File: src/rtl/i2c_dac_pkg.sv
// Package: shared types and constants for the DAC code register slave.
// Assumes: a 7-bit bus address whose upper four bits are fixed.
package i2c_dac_pkg;

    // Fixed upper nibble of the write address byte
    localparam logic [3:0] DEV_ADDR_HI = 4'b0100;

    // Width of the slot counter carried in an instruction byte
    localparam int SLOT_W = 4;

    // Byte-level state of the bus link
    typedef enum logic [2:0] {
        LK_IDLE,
        LK_ADDR,
        LK_ADDR_ACK,
        LK_INSTR,
        LK_INSTR_ACK,
        LK_DATA,
        LK_DATA_ACK,
        LK_SKIP
    } link_state_t;

    // Steering mode chosen by the instruction byte
    typedef enum logic [1:0] {
        WM_NONE,
        WM_STEP,
        WM_FIXED
    } wr_mode_t;

endpackage

File: src/rtl/i2c_dac_sync.sv
// Module: i2c_dac_sync
// Brings SCL and SDA into the clock domain through a flop chain. It then
// reports SCL edges and START/STOP conditions.
// Assumes: each bus phase lasts longer than STAGES+1 clock cycles, and both
// lines idle high, so the chain resets to 1.
module i2c_dac_sync #(
    parameter int STAGES = 2
) (
    input  logic clk,
    input  logic rst_n,
    input  logic scl_i,
    input  logic sda_i,
    output logic scl_s,
    output logic sda_s,
    output logic scl_rise,
    output logic scl_fall,
    output logic start_det,
    output logic stop_det
);

    logic [STAGES-1:0] scl_chain;
    logic [STAGES-1:0] sda_chain;
    logic              scl_q;
    logic              sda_q;

    // Synchroniser chains for both lines
    always_ff @(posedge clk) begin
        if (!rst_n) begin
            scl_chain <= '1;
            sda_chain <= '1;
        end else begin
            scl_chain <= {scl_chain[STAGES-2:0], scl_i};
            sda_chain <= {sda_chain[STAGES-2:0], sda_i};
        end
    end

    assign scl_s = scl_chain[STAGES-1];
    assign sda_s = sda_chain[STAGES-1];

    // One-cycle history of the synchronised levels
    always_ff @(posedge clk) begin
        if (!rst_n) begin
            scl_q <= 1'b1;
            sda_q <= 1'b1;
        end else begin
            scl_q <= scl_s;
            sda_q <= sda_s;
        end
    end

    // Edge and bus-condition decode
    always_comb begin
        scl_rise  = scl_s & ~scl_q;
        scl_fall  = ~scl_s & scl_q;
        start_det = scl_s & scl_q & sda_q & ~sda_s;
        stop_det  = scl_s & scl_q & ~sda_q & sda_s;
    end

endmodule

File: src/rtl/i2c_dac_link.sv
// Module: i2c_dac_link
// Byte engine. It shifts in bits on SCL rises and decides the acknowledge
// after the eighth bit. It matches the address and flags finished
// instruction and data bytes.
// Assumes: edge and condition pulses from i2c_dac_sync; write-only traffic.
module i2c_dac_link
    import i2c_dac_pkg::*;
(
    input  logic        clk,
    input  logic        rst_n,
    input  logic        scl_rise,
    input  logic        scl_fall,
    input  logic        sda_s,
    input  logic        start_det,
    input  logic        stop_det,
    input  logic [2:0]  addr_strap,
    output logic        sda_oe,
    output logic        instr_stb,
    output logic        data_stb,
    output logic [7:0]  rx_byte
);

    localparam int          BITS_PER_BYTE = 8;
    localparam logic [3:0]  LAST_BIT      = 4'(BITS_PER_BYTE);

    link_state_t state;
    logic [7:0]  shreg;
    logic [3:0]  bitcnt;
    logic        byte_done;
    logic        addr_hit;

    // Byte completion and address compare
    always_comb begin
        byte_done = scl_fall && (bitcnt == LAST_BIT);
        addr_hit  = (shreg[7:4] == DEV_ADDR_HI) && (shreg[3:1] == addr_strap)
                    && !shreg[0];
    end

    // Link state, shift register and bit counter
    always_ff @(posedge clk) begin
        if (!rst_n) begin
            state  <= LK_IDLE;
            shreg  <= '0;
            bitcnt <= '0;
        end else if (start_det) begin
            state  <= LK_ADDR;
            bitcnt <= '0;
        end else if (stop_det) begin
            state  <= LK_IDLE;
            bitcnt <= '0;
        end else begin
            case (state)
                LK_ADDR, LK_INSTR, LK_DATA: begin
                    if (scl_rise && bitcnt < LAST_BIT) begin
                        shreg  <= {shreg[6:0], sda_s};
                        bitcnt <= bitcnt + 4'd1;
                    end
                    if (byte_done) begin
                        bitcnt <= '0;
                        if (state == LK_ADDR)
                            state <= addr_hit ? LK_ADDR_ACK : LK_SKIP;
                        else if (state == LK_INSTR)
                            state <= LK_INSTR_ACK;
                        else
                            state <= LK_DATA_ACK;
                    end
                end
                LK_ADDR_ACK:  if (scl_fall) state <= LK_INSTR;
                LK_INSTR_ACK: if (scl_fall) state <= LK_DATA;
                LK_DATA_ACK:  if (scl_fall) state <= LK_DATA;
                default: ;
            endcase
        end
    end

    // Outputs: pull-low during acknowledge slots, byte strobes
    always_comb begin
        sda_oe    = (state == LK_ADDR_ACK) || (state == LK_INSTR_ACK) ||
                    (state == LK_DATA_ACK);
        instr_stb = byte_done && (state == LK_INSTR) && !start_det && !stop_det;
        data_stb  = byte_done && (state == LK_DATA) && !start_det && !stop_det;
        rx_byte   = shreg;
    end

endmodule

File: src/rtl/i2c_dac_cmd.sv
// Module: i2c_dac_cmd
// Decodes the instruction byte into a steering mode and a slot counter, and
// turns each data byte into a register write request.
// Assumes: one strobe per byte; NUM_REGS does not exceed 2**SLOT_W.
module i2c_dac_cmd
    import i2c_dac_pkg::*;
#(
    parameter int NUM_REGS = 8,
    localparam int IDX_W   = (NUM_REGS > 1) ? $clog2(NUM_REGS) : 1
) (
    input  logic              clk,
    input  logic              rst_n,
    input  logic              instr_stb,
    input  logic              data_stb,
    input  logic [7:0]        rx_byte,
    output wr_mode_t          mode,
    output logic [SLOT_W-1:0] slot,
    output logic              wr_en,
    output logic [IDX_W-1:0]  wr_idx
);

    localparam int          HI_W    = 8 - SLOT_W;
    localparam logic [HI_W-1:0] STEP_HI = '0;
    localparam logic [HI_W-1:0] FIX_HI  = '1;

    wr_mode_t decoded;

    // Instruction class from the upper bits of the byte
    always_comb begin
        if (rx_byte[7:SLOT_W] == STEP_HI)
            decoded = WM_STEP;
        else if (rx_byte[7:SLOT_W] == FIX_HI)
            decoded = WM_FIXED;
        else
            decoded = WM_NONE;
    end

    // Mode and slot registers: loaded by instruction, stepped by data
    always_ff @(posedge clk) begin
        if (!rst_n) begin
            mode <= WM_NONE;
            slot <= '0;
        end else if (instr_stb) begin
            mode <= decoded;
            slot <= rx_byte[SLOT_W-1:0];
        end else if (data_stb && mode == WM_STEP) begin
            slot <= slot + 1'b1;
        end
    end

    // Write request for slots that hold storage
    always_comb begin
        wr_en  = data_stb && (mode != WM_NONE) && (int'(slot) < NUM_REGS);
        wr_idx = slot[IDX_W-1:0];
    end

endmodule

File: src/rtl/i2c_dac_regfile.sv
// Module: i2c_dac_regfile
// Bank of code registers with one write port and packed parallel outputs.
// Assumes: wr_idx < NUM_REGS whenever wr_en is high.
module i2c_dac_regfile #(
    parameter int NUM_REGS = 8,
    parameter int CODE_W   = 6,
    localparam int IDX_W   = (NUM_REGS > 1) ? $clog2(NUM_REGS) : 1
) (
    input  logic                       clk,
    input  logic                       rst_n,
    input  logic                       wr_en,
    input  logic [IDX_W-1:0]           wr_idx,
    input  logic [7:0]                 wr_data,
    output logic [NUM_REGS*CODE_W-1:0] codes
);

    for (genvar g = 0; g < NUM_REGS; g++) begin : g_reg
        logic [CODE_W-1:0] value;

        // One code register; keeps only the low CODE_W bits of the byte
        always_ff @(posedge clk) begin
            if (!rst_n)
                value <= '0;
            else if (wr_en && wr_idx == IDX_W'(g))
                value <= wr_data[CODE_W-1:0];
        end

        assign codes[g*CODE_W +: CODE_W] = value;
    end

endmodule

File: src/rtl/i2c_dac_slave.sv
// Module: i2c_dac_slave (top)
// Write-only two-wire slave that loads a bank of converter code registers.
// Assumes: the system clock runs well above the bus rate; SDA is open-drain
// outside the chip, and sda_oe_o pulls it low.
module i2c_dac_slave
    import i2c_dac_pkg::*;
#(
    parameter int NUM_REGS    = 8,
    parameter int CODE_W      = 6,
    parameter int SYNC_STAGES = 2
) (
    input  logic                       clk,
    input  logic                       rst_n,
    input  logic                       scl_i,
    input  logic                       sda_i,
    input  logic [2:0]                 addr_strap_i,
    output logic                       sda_oe_o,
    output logic [NUM_REGS*CODE_W-1:0] dac_codes_o
);

    localparam int IDX_W = (NUM_REGS > 1) ? $clog2(NUM_REGS) : 1;

    logic              scl_s, sda_s, scl_rise, scl_fall, start_det, stop_det;
    logic              instr_stb, data_stb, wr_en;
    logic [7:0]        rx_byte;
    wr_mode_t          mode;
    logic [SLOT_W-1:0] slot;
    logic [IDX_W-1:0]  wr_idx;

    i2c_dac_sync #(.STAGES(SYNC_STAGES)) u_sync (
        .clk       (clk),
        .rst_n     (rst_n),
        .scl_i     (scl_i),
        .sda_i     (sda_i),
        .scl_s     (scl_s),
        .sda_s     (sda_s),
        .scl_rise  (scl_rise),
        .scl_fall  (scl_fall),
        .start_det (start_det),
        .stop_det  (stop_det)
    );

    i2c_dac_link u_link (
        .clk        (clk),
        .rst_n      (rst_n),
        .scl_rise   (scl_rise),
        .scl_fall   (scl_fall),
        .sda_s      (sda_s),
        .start_det  (start_det),
        .stop_det   (stop_det),
        .addr_strap (addr_strap_i),
        .sda_oe     (sda_oe_o),
        .instr_stb  (instr_stb),
        .data_stb   (data_stb),
        .rx_byte    (rx_byte)
    );

    i2c_dac_cmd #(.NUM_REGS(NUM_REGS)) u_cmd (
        .clk       (clk),
        .rst_n     (rst_n),
        .instr_stb (instr_stb),
        .data_stb  (data_stb),
        .rx_byte   (rx_byte),
        .mode      (mode),
        .slot      (slot),
        .wr_en     (wr_en),
        .wr_idx    (wr_idx)
    );

    i2c_dac_regfile #(.NUM_REGS(NUM_REGS), .CODE_W(CODE_W)) u_regs (
        .clk     (clk),
        .rst_n   (rst_n),
        .wr_en   (wr_en),
        .wr_idx  (wr_idx),
        .wr_data (rx_byte),
        .codes   (dac_codes_o)
    );

endmodule

File: config.mk
export PLATFORM = sky130hd
export DESIGN_NAME = i2c_dac_slave
export DESIGN_NICKNAME = d
export VERILOG_FILES = /design/src/rtl/i2c_dac_pkg.sv /design/src/rtl/i2c_dac_sync.sv /design/src/rtl/i2c_dac_link.sv /design/src/rtl/i2c_dac_cmd.sv /design/src/rtl/i2c_dac_regfile.sv /design/src/rtl/i2c_dac_slave.sv
export SDC_FILE = /design/constraint.sdc
export NUM_CORES = 1
export LEC_CHECK = 0
export ABC_AREA = 1
export BUFFER_PORTS_ARGS = -buffer_cell sky130_fd_sc_hd__buf_2
export CAP_MARGIN = 20
export CORE_MARGIN = 2
export CORE_UTILIZATION = 40
export CTS_CLUSTER_DIAMETER = 120
export CTS_CLUSTER_SIZE = 14
export DETAILED_ROUTE_END_ITERATION = 8
export GPL_TIMING_DRIVEN = 0
export SLEW_MARGIN = 20
export SYNTH_ARGS = -nofsm -noshare
export SYNTH_HDL_FRONTEND = slang
export SYNTH_SLANG_ARGS = --single-unit
File: constraint.sdc
create_clock -name clk -period 2.9 [get_ports clk]
set_input_delay 0.145 -clock clk [delete_from_list [all_inputs] [get_ports clk]]
set_output_delay 0.145 -clock clk [all_outputs]
set_load 0.05 [all_outputs]
==> results.tsv <==
metric	value	unit
rr_startpoint	u_link.bitcnt[0]	
cts_root_buf	clkbuf_8	
grt_overflow_total	0	
clockBufferDepth	2	
maxCapViolations	0	
slew_headroom	0.640	
via_per_inst	4.52	
seq_area_frac_synth	0.437	
grt_pass1_wl	13500	um
drt_wl_total	7780	um
cp.required	3150	ps
nets	588	
antenna_found_initial	0	
worst-path-max-fanout	10	
gp_congestion	0.786	
ys.flop_type	dfxtp_1	
hold_ws	174	ps
async_flop_share	0	
synthTopCellsByCount	nand2_1, nor2_1, inv_1	
clock_latency	350	ps
first_global_vias	2963	
rsz0062_at_grt	false	
tightestPinTransition	540	ps
die_y	96.7	um
track_usage	0.176	
fin_crit	1750	ps
die_x	96.7	um
io_buffer_count	54	
wl_per_cell	11.4	um
synthTopCellsByArea	dfxtp_1, nand2_1, nor2_1	
powerDensity	469	nW/um2
yosysMostFrequentCell	nand2_1	
cts_resized	0	
drtIter0Drc	129	
clock_sinks	75	
via_count	3085	
period_share	0.604	
hold_buffers	2	
tns	0	ps
hold_path.startpoint	rst_n	
cp.arrival	2000	ps
grt_max_degree	14	
synth_cell_types	19	
critPathCaptureType	flop	
final_util	0.491	
post_cts_buffers	0	
syn_inst	506	
setup_violations	0	
syn_to_final_growth	17.9	%
antenna_cells	0	
dieArea	9350	um2
p_leak	2.27	nW
pin_count	56	
final.fill_count	866	
finClkSkew	10.7	ps
drc	0	
path_clk_slew	80	ps
dr.pass1.iters	4	
yosysTopAreaCell	dfxtp_1	
cts_buffers	9	
reg2reg_depth	10	
place_ws	1160	ps
synth_edf_count	0	
timing.rr.end	u_regs.g_reg[6].value[5]	
worst-r2r-setup-slack	1150	ps
synth_top_area_frac	0.437	
ctsHtreeMaxLevel	3	
avgSynthCellArea	6.80	um2
hpwl	5370	um
ys_seq_elements	75	
hold_depth	3	
initial_core_util	0.416	
cp-start-kind	flop	
max_freq	571	MHz
drive_above_1_share	0.166	
fin_ws	1150	ps
criticalPathCategory	flop to flop	
coreArea	8260	um2
num_rows	33	
status	complete, no violations	
yosysWarningCount	0	
vdd_ir_drop_max	0.000210	V
hp-class	input pin to flop	
slew_violations	0	
synth_nets	521	
holdPathEnd	u_link.bitcnt[1]	
cts_tree	done	
syn_area	3440	um2
hold_viol_final	0	
ant_nets	0	
## worst max path at each step
stage	startpoint	to	slack, ps	cells after the start
CTS	u_link.bitcnt[0]	u_regs.g_reg[6].value[5]	1120	10
global placement	u_link.bitcnt[0]	u_regs.g_reg[2].value[0]	1170	10
finish	u_link.bitcnt[0]	u_regs.g_reg[6].value[5]	1150	10
detailed placement	u_link.bitcnt[0]	u_regs.g_reg[2].value[0]	1160	10
global route	u_link.bitcnt[0]	u_regs.g_reg[1].value[4]	930	11
floorplan	u_link.state[2]	u_link.state[0]	590	7
## placed cells by master, fill, tap and decap left out, drive strengths merged
master,n
a21oi,24
buf,69
bufinv,1
clkbuf,18
clkinv,3
clkinvlp,1
dfxtp,75
dlygate4sd3,2
ha,8
inv,81
nand2,139
nand3,17
nand4,3
nor2,109
nor3,4
o21a,1
o21ai,17
or2,5
xor2,1
## through the flow
stage | instances | power, W | area [um2]
final | 683 | 0.00190 | 4050
after global routing | 683 | 0.00198 | 4050
after floorplan | 506 | 0.00110 | 3440
after global placement | 665 | 0.00112 | 3840
after CTS | 683 | 0.00193 | 4050
after detailed placement | 665 | 0.00112 | 3840
## registers in the layout, indices dropped and copies added, names as in the netlist
register	cells
u_cmd.mode	2
u_cmd.slot	4
u_link.bitcnt	4
u_link.rx_byte	8
u_link.state	3
u_regs.g.value	48
u_sync.scl_chain	2
u_sync.scl_q	1
u_sync.sda_chain	2
u_sync.sda_q	1
## routing by layer
layer / wire (um) / up-vias / global-route usage
li1: - / 1642 / -
met1: 3810 / 1372 / 0.229
met2: 3450 / 60 / 0.284
met3: 378 / 11 / 0.0361
met4: 138 / 0 / 0.0758
met5: 0 / - / 0
## cell type report
type                       count  area (um2)  area share
sequential                    75        1500       0.370
multi-input combinational    328        1420       0.351
inverter                      80         300      0.0741
timing repair buffer          56         290      0.0716
buffer                        23         214      0.0528
tap                          105         131      0.0324
clock buffer                  10         128      0.0315
clock inverter                 6        65.1      0.0161
## power breakdown
part / total, W / internal [W] / switching, W
Clock: 0.000801 / 0.000399 / 0.000402
Sequential: 0.00104 / 0.00103 / 0.00000297
Combinational: 0.0000612 / 0.0000233 / 0.0000379
## kinds of logic (layout without fill, tap and decap cells)
kind of cell | after synthesis | in the layout | synth area share
fa+ha+maj | 8 | 8 | 0.0291
flops | 75 | 75 | 0.437
compound gates | 42 | 42 | 0.0619
simple gates | 277 | 277 | 0.320
xor+xnor | 1 | 1 | 0.00255
buf+inv | 103 | 175 | 0.150
## critical path, cell delays in order, from the launching register on
cell and delay [ps]:
dfxtp_1 340, inv_1 80, ha_1 140, nand3_1 120, nor2_4 150, nand2_1 100, nor2_4 190, nand3_1 180
buf_6 180, nor2_1 100, nor2_1 60
(Power assumes the default switching activity.)
